[config.mk]
export PLATFORM = sky130hd
export DESIGN_NAME = tsense_regbank
export DESIGN_NICKNAME = d
export VERILOG_FILES = /design/src/rtl/tsense_regbank.sv
export SDC_FILE = /design/constraint.sdc
export NUM_CORES = 1
export LEC_CHECK = 0
export BUFFER_PORTS_ARGS = -buffer_cell sky130_fd_sc_hd__buf_2
export CORE_MARGIN = 4
export CORE_UTILIZATION = 45
export CTS_CLUSTER_DIAMETER = 100
export CTS_CLUSTER_SIZE = 30
export DETAILED_ROUTE_END_ITERATION = 10
export MAX_ROUTING_LAYER = met4
export PLACE_DENSITY = 0.78
export SLEW_MARGIN = 25
export SYNTH_ARGS = -nofsm -noshare
export SYNTH_HDL_FRONTEND = slang
export SYNTH_SLANG_ARGS = --single-unit
[constraint.sdc]
create_clock -name clk -period 2 [get_ports clk]
set_input_delay 0.1 -clock clk [delete_from_list [all_inputs] [get_ports clk]]
set_output_delay 0.1 -clock clk [all_outputs]
set_load 0.1 [all_outputs]
[src/rtl/tsense_regbank.sv]
module tsense_regbank #(
  parameter logic [15:0] CAP_VAL = 16'h005F,
  parameter logic [15:0] MFR_VAL = 16'h1B09,
  parameter logic [15:0] DEV_VAL = 16'h0812,
  parameter int          SMP_W   = 13
) (
  input  logic             clk,
  input  logic             rst_n,
  input  logic             wr_en_i,
  input  logic [2:0]       addr_i,
  input  logic [15:0]      wdata_i,
  output logic [15:0]      rdata_o,
  input  logic             sample_vld_i,
  input  logic [SMP_W-1:0] sample_i,
  input  logic [2:0]       trip_i,
  input  logic             evt_status_i,
  output logic [1:0]       hyst_o,
  output logic             shdn_o,
  output logic             crit_lock_o,
  output logic             alarm_lock_o,
  output logic             clr_evt_o,
  output logic             evt_oe_o,
  output logic             crit_only_o,
  output logic             evt_pol_o,
  output logic             irq_mode_o,
  output logic [15:0]      hi_lim_o,
  output logic [15:0]      lo_lim_o,
  output logic [15:0]      crit_lim_o
);
  localparam int LIM_W = 11;

  logic [1:0]       hyst_q;
  logic             shdn_q, clk_q, alk_q, clr_q, oe_q, conly_q, pol_q, mode_q;
  logic [LIM_W-1:0] hi_q, lo_q, cr_q;
  logic [SMP_W-1:0] smp_q;

  wire locked = clk_q | alk_q;
  wire wr_cfg = wr_en_i && (addr_i == 3'd1);
  wire wr_hi  = wr_en_i && (addr_i == 3'd2) && !alk_q;
  wire wr_lo  = wr_en_i && (addr_i == 3'd3) && !alk_q;
  wire wr_cr  = wr_en_i && (addr_i == 3'd4) && !clk_q;

  always_ff @(posedge clk or negedge rst_n) begin
    if (!rst_n) begin
      hyst_q  <= '0;
      shdn_q  <= 1'b0;
      clk_q   <= 1'b0;
      alk_q   <= 1'b0;
      clr_q   <= 1'b0;
      oe_q    <= 1'b0;
      conly_q <= 1'b0;
      pol_q   <= 1'b0;
      mode_q  <= 1'b0;
    end else begin
      clr_q <= wr_cfg & wdata_i[5];
      if (wr_cfg) begin
        clk_q <= clk_q | wdata_i[7];
        alk_q <= alk_q | wdata_i[6];
        if (!locked) begin
          hyst_q <= wdata_i[10:9];
          oe_q   <= wdata_i[3];
          pol_q  <= wdata_i[1];
          mode_q <= wdata_i[0];
        end
        if (!wdata_i[8])
          shdn_q <= 1'b0;
        else if (!locked)
          shdn_q <= 1'b1;
        if (!(alk_q && wdata_i[2]))
          conly_q <= wdata_i[2];
      end
    end
  end

  always_ff @(posedge clk or negedge rst_n) begin
    if (!rst_n) begin
      hi_q  <= '0;
      lo_q  <= '0;
      cr_q  <= '0;
      smp_q <= '0;
    end else begin
      if (wr_hi) hi_q <= wdata_i[12:2];
      if (wr_lo) lo_q <= wdata_i[12:2];
      if (wr_cr) cr_q <= wdata_i[12:2];
      if (sample_vld_i && !shdn_q) smp_q <= sample_i;
    end
  end

  assign hi_lim_o   = {3'b000, hi_q, 2'b00};
  assign lo_lim_o   = {3'b000, lo_q, 2'b00};
  assign crit_lim_o = {3'b000, cr_q, 2'b00};

  assign hyst_o       = hyst_q;
  assign shdn_o       = shdn_q;
  assign crit_lock_o  = clk_q;
  assign alarm_lock_o = alk_q;
  assign clr_evt_o    = clr_q;
  assign evt_oe_o     = oe_q;
  assign crit_only_o  = conly_q;
  assign evt_pol_o    = pol_q;
  assign irq_mode_o   = mode_q;

  always_comb begin
    unique case (addr_i)
      3'd0: rdata_o = CAP_VAL;
      3'd1: rdata_o = {5'b0, hyst_q, shdn_q, clk_q, alk_q, 1'b0,
                       evt_status_i, oe_q, conly_q, pol_q, mode_q};
      3'd2: rdata_o = hi_lim_o;
      3'd3: rdata_o = lo_lim_o;
      3'd4: rdata_o = crit_lim_o;
      3'd5: rdata_o = {trip_i, smp_q};
      3'd6: rdata_o = MFR_VAL;
      default: rdata_o = DEV_VAL;
    endcase
  end


  crit_lock_sticky_chk: assert property (@(posedge clk) disable iff (!rst_n)
    crit_lock_o |=> crit_lock_o);

  alarm_lock_sticky_chk: assert property (@(posedge clk) disable iff (!rst_n)
    alarm_lock_o |=> alarm_lock_o);

  hi_frozen_chk: assert property (@(posedge clk) disable iff (!rst_n)
    alarm_lock_o |=> $stable(hi_lim_o) && $stable(lo_lim_o));

  crit_frozen_chk: assert property (@(posedge clk) disable iff (!rst_n)
    crit_lock_o |=> $stable(crit_lim_o));

  no_shdn_set_chk: assert property (@(posedge clk) disable iff (!rst_n)
    (crit_lock_o || alarm_lock_o) |=> !$rose(shdn_o));

  no_conly_set_chk: assert property (@(posedge clk) disable iff (!rst_n)
    alarm_lock_o |=> !$rose(crit_only_o));

  smp_hold_chk: assert property (@(posedge clk) disable iff (!rst_n)
    shdn_o |=> $stable(smp_q));
endmodule

# Word level (Yosys, flattened, before mapping)
# Index checks and enable logic that the tools add are counted.
[op_classes]
n_bitwise = 6
eq_ne = 7
reduce_logical = 16
n_mux = 3
[op_table]
columns = ["operator", "count"]
rows = [
  ["$pmux W16 S7", 1],
  ["$eq A3 B3 Y1 const B", 3],
  ["$logic_and A1 B1 Y1", 9],
  ["$eq A3 B2 Y1 const B", 2],
  ["$reduce_and A2 Y1", 3],
  ["$eq A3 B1 Y1 const B", 1],
  ["$logic_not A1 Y1", 3],
  ["$logic_not A3 Y1", 1],
  ["$or A1 B1 Y1", 3],
  ["$mux W1", 2],
  ["$ne A2 B2 Y1 const B", 1],
  ["$not A1 Y1", 2],
  ["$and A1 B1 Y1", 1],
]
[word_totals]
in_bits = 40
output_inout_bits = 74
ff_bits = 56
word_cells = 45

# Longest topological paths before layout
[depth]
word_depth = 3
depth_mapped = 5
mapped_depth_nobuf = 3

# Worst setup path after synthesis
# OpenSTA, ideal clock, no wires.
[synth_path]
path_type = "register -> output"
startpoint = "register lo_q[4]"
endpoint = "output rdata_o[6]"
setup_slack_ps = -1653
t_required_ps = 1900
arrival_ps = 3553
stages_incl_launch_ff = 4
n_path_buf = 0
cell_sequence = "dfrtp_1 -> and2_1 -> a211oi_1 -> o32ai_1"
[synth_between]
elab_chain_cells = 1
[synth_rtl]
columns = ["element", "line", "source"]
rows = [
  ["from (decl)", "34", "logic [LIM_W-1:0] hi_q, lo_q, cr_q;"],
  ["from (signal assigned)", "83", "if (wr_lo) lo_q <= wdata_i[12:2];"],
  ["$pmux W16 S7", "104", "unique case (addr_i)"],
  ["to (decl)", "12", "output logic [15:0] rdata_o,"],
]
# No other way between the ends.

# Worst setup path in the final report
[layout_path]
startpoint = "register clk_q (netlist: crit_lock_o)"
endpoint = "output rdata_o[7]"
[layout_between]
elab_chain_cells = 1
[layout_rtl]
columns = ["element", "line", "source"]
rows = [
  ["from (decl)", "33", "logic shdn_q, clk_q, alk_q, clr_q, oe_q, conly_q, pol_q, mode_q;"],
  ["from (signal assigned)", "57", "clk_q <= clk_q | wdata_i[7];"],
  ["$pmux W16 S7", "104", ""],
]
# No other way between the ends.

==> run_results.csv <==
group,metric,value,unit
outcome,status,"finished clean",
grt,top_usage_layer,"met2",
timing,fin_crit,1840,ps
place,gp_congestion,0.750,
yosys,synth_compound_area_share,10.6,%
timing,period_share,91.9,%
die,die_w,87.6,µm
setup_path,crit_fanout,4,
route,routedWlPerCell,18.3,µm
die,core,6030,µm²
grt,grt_pass1_vias,2272,
place,dp_cells,392,
timing,relSlewSlack,45.7,%
die,rows,28,
route,drcViolationCount,0,
yosys,yosysWarnings,0,
yosys,yosysTopAreaCell,"dfrtp_1",
yosys,yosysMostFrequentCell,"dfrtp_1",
grt,gr-usage-met2,31.0,%
route,drt_iter0_drc,138,
timing,finalSetupViolCount,0,
route,viasPerCell,5.47,
yosys,syn_avg_cell_area,12.7,µm²
route,drt_wl_total,7330,µm
yosys,muxShareOfSynthArea,24.6,%
yosys,synth_fa_ha_area_share,0,%
route,ant_nets,0,
clock_network,cts_buffers,5,
yosys,synthFlopType,"dfrtp_1",
grt,grt_util_met3,3.39,%
yosys,syn_area,2850,µm²
setup_path,crit_path_start,"crit_lock_o$_DFFE_PN0P_",
finish,stdcell_count,401,
route,vias,2193,
timing,rsz0062_at_grt,"false",
die,die-area,7680,µm²
finish,drive_above_1_share,56.4,%
setup_path,cp_data_required_time,1900,ps
min_path,worstHoldPathCells,2,
power,powerDensity,1720,nW/µm²
min_path,whs_endpoint,"irq_mode_o$_DFFE_PN0P_",
finish,layout.nets,365,
setup_path,critPathMaxStageDelay,440,ps
flow_run,drv_cap,0,
yosys,synth_top_area_share,49.1,%
timing,clock_skew,5.97,ps
timing,layout_setup_ws,162,ps
grt,overflow,0,
grt,grt_max_degree,37,
timing,finalHoldViolCount,0,
power,leakage,1.85,nW
setup_path,crit_arrival,1740,ps
grt,antenna_found_initial,0,
min_path,min_from,"wdata_i[0]",
yosys,synth_top_family_by_area,"multiplexers",
finish,areaGrowthSynthToFinish,29.9,%
setup_path,worstReg2RegStart,"alarm_lock_o$_DFFE_PN0P_",
yosys,netlist-cell-type-count,42,
timing,tightest_slew,814,ps
place,hpwl,5670,µm
power,irDropWorstVdd,1.01,mV
die,die_h,87.6,µm
grt,grt_usage,20.1,%
clock_network,clk_pin_slew,100,ps
min_path,hold_path.class,"input port to flop",
yosys,synthXorXnorAreaFrac,0,%
setup_path,rr_worst_depth,4,
grt,grt_first_pass_wirelength,11500,µm
setup_path,crit_slowest_cell,"dfrtp_1",
timing,fmax,544,MHz
clock_network,htreeDepth,2,
clock_network,cts.sinks,56,
route,firstDrtPassIters,4,
clock_network,cts_root_buf,"clkbuf_8",
setup_path,r2r_end,"hi_q[8]$_DFFE_PN0P_",
setup_path,startpoint_type,"flop",
place,io_buffers,95,
die,io_pins,114,
yosys,async_reset_ff_share,100,%
yosys,synth-simple-area-share,8.02,%
finish,fillCellCount,488,
finish,antenna_cells,0,
setup_path,rrSetupSlack,520,ps
yosys,ys_seq_elements,56,
setup_path,crit_type,"flop to output pin",
clock_network,clock_latency,310,ps
yosys,ys_top_cells_by_area,"dfrtp_1 (49%), mux2_2 (13%), mux2_4 (11%)",
clock_network,postCtsResizedCells,0,
setup_path,path_cells,"mux2_2, a221oi_1, nor2_4, buf_2",
setup_path,cp-end-kind,"output pin",
die,initial_core_util,47.4,%
yosys,ys_seq_area_share,49.1,%
clock_network,cts_setup_buffers,0,
timing,drv_slew,0,
clock_network,cts_tree,"yes",
yosys,netlist_instances,224,
yosys,netlist_top_cells_count,"dfrtp_1 (56), mux2_2 (33), mux2_4 (20)",
yosys,synth_enable_flop_cells,0,
place,dp_slack,199,ps
clock_network,cts_buffer_depth,2,
grt,grtUsageMet1,27.1,%
## critical path: cells and delay by family (launching register included)
family | cells | cell delay [ps]
AOI/OAI and AO/OA | 1 | 380
muxes | 1 | 270
DFF | 1 | 440
buffers and inverters | 1 | 300
and+or+nand+nor | 1 | 40
## worst max path at each step
stage,endpoint,slack (ps),cells past startpoint
floorplan,rdata_o[10],-320,2
global placement,rdata_o[6],260,5
detailed placement,rdata_o[6],200,5
CTS,rdata_o[7],150,4
global route,rdata_o[2],90,4
finish,rdata_o[7],160,4
## metal layers
layer  up-vias  routed length, µm
met2        93               3400
met5         -                  0
li1        990                  -
met1      1096               3310
met4         0                146
met3        14                468
## timing repair
item,in CTS,in global routing
endpoints found under the hold margin,35,0
hold buffers,1,0
endpoints found under the setup margin,0,0
## through the flow
step                TNS [ps]  cell area (µm²)  utilization, %  total power [W]  hold WS, ps
CTS                        0             3710            61.5          0.00639         10.1
floorplan               -995             3020               -          0.00509         -196
detailed placement         0             3600            59.8          0.00576          241
global route               0             3710            61.5          0.00658         4.60
finish                     0             3710            61.5          0.00636         21.4
global placement           0             3600            59.8          0.00570          243
## sequential cells by signal, indices dropped and copies added, names as in the netlist, 2 cells and up
signal	cells
lo_q	11
cr_q	11
hyst_o	2
smp_q	13
hi_q	11
## power breakdown
part / leakage [nW] / switching (W) / total [W] / internal, W
logic: 1.13 / 0.00308 / 0.00391 / 0.000836
clock network: 0.0510 / 0.000358 / 0.000635 / 0.000277
registers: 0.668 / 0.000293 / 0.00181 / 0.00152
total: 1.85 / 0.00373 / 0.00636 / 0.00263
## cell type report
type	instances	area, µm²	share of cell area (%)
clock buffers	6	82.6	2.23
clock inverters	2	10.0	0.270
inverters	7	26.3	0.709
multi-input cells	148	1400	37.8
flip-flops and latches	56	1410	38.0
well taps	75	93.8	2.53
repair buffers	107	686	18.5
## cells by family after synthesis
kind of cell	after synthesis
muxes	56
DFF	56
other	1
buffers and inverters	34
and+or+nand+nor	36
AOI/OAI and AO/OA	41
## cell usage in the layout, fill, tap and decap left out, drive strengths merged, types with 4 or more instances in the layout
| cell type | Yosys | final |
|---|---|---|
| buf | 26 | 106 |
| dfrtp | 56 | 56 |
| mux2 | 53 | 53 |
| conb | 1 | 15 |
| inv | 7 | 7 |
| a221oi | 7 | 7 |
| nor2 | 7 | 7 |
| clkbuf | 1 | 6 |
| a21oi | 6 | 6 |
| and3 | 5 | 5 |
| nor2b | 5 | 5 |
| nand2 | 5 | 5 |
| o21ai | 5 | 5 |
| and2b | 4 | 4 |
No activity file was read; power rests on OpenSTA's default activity.
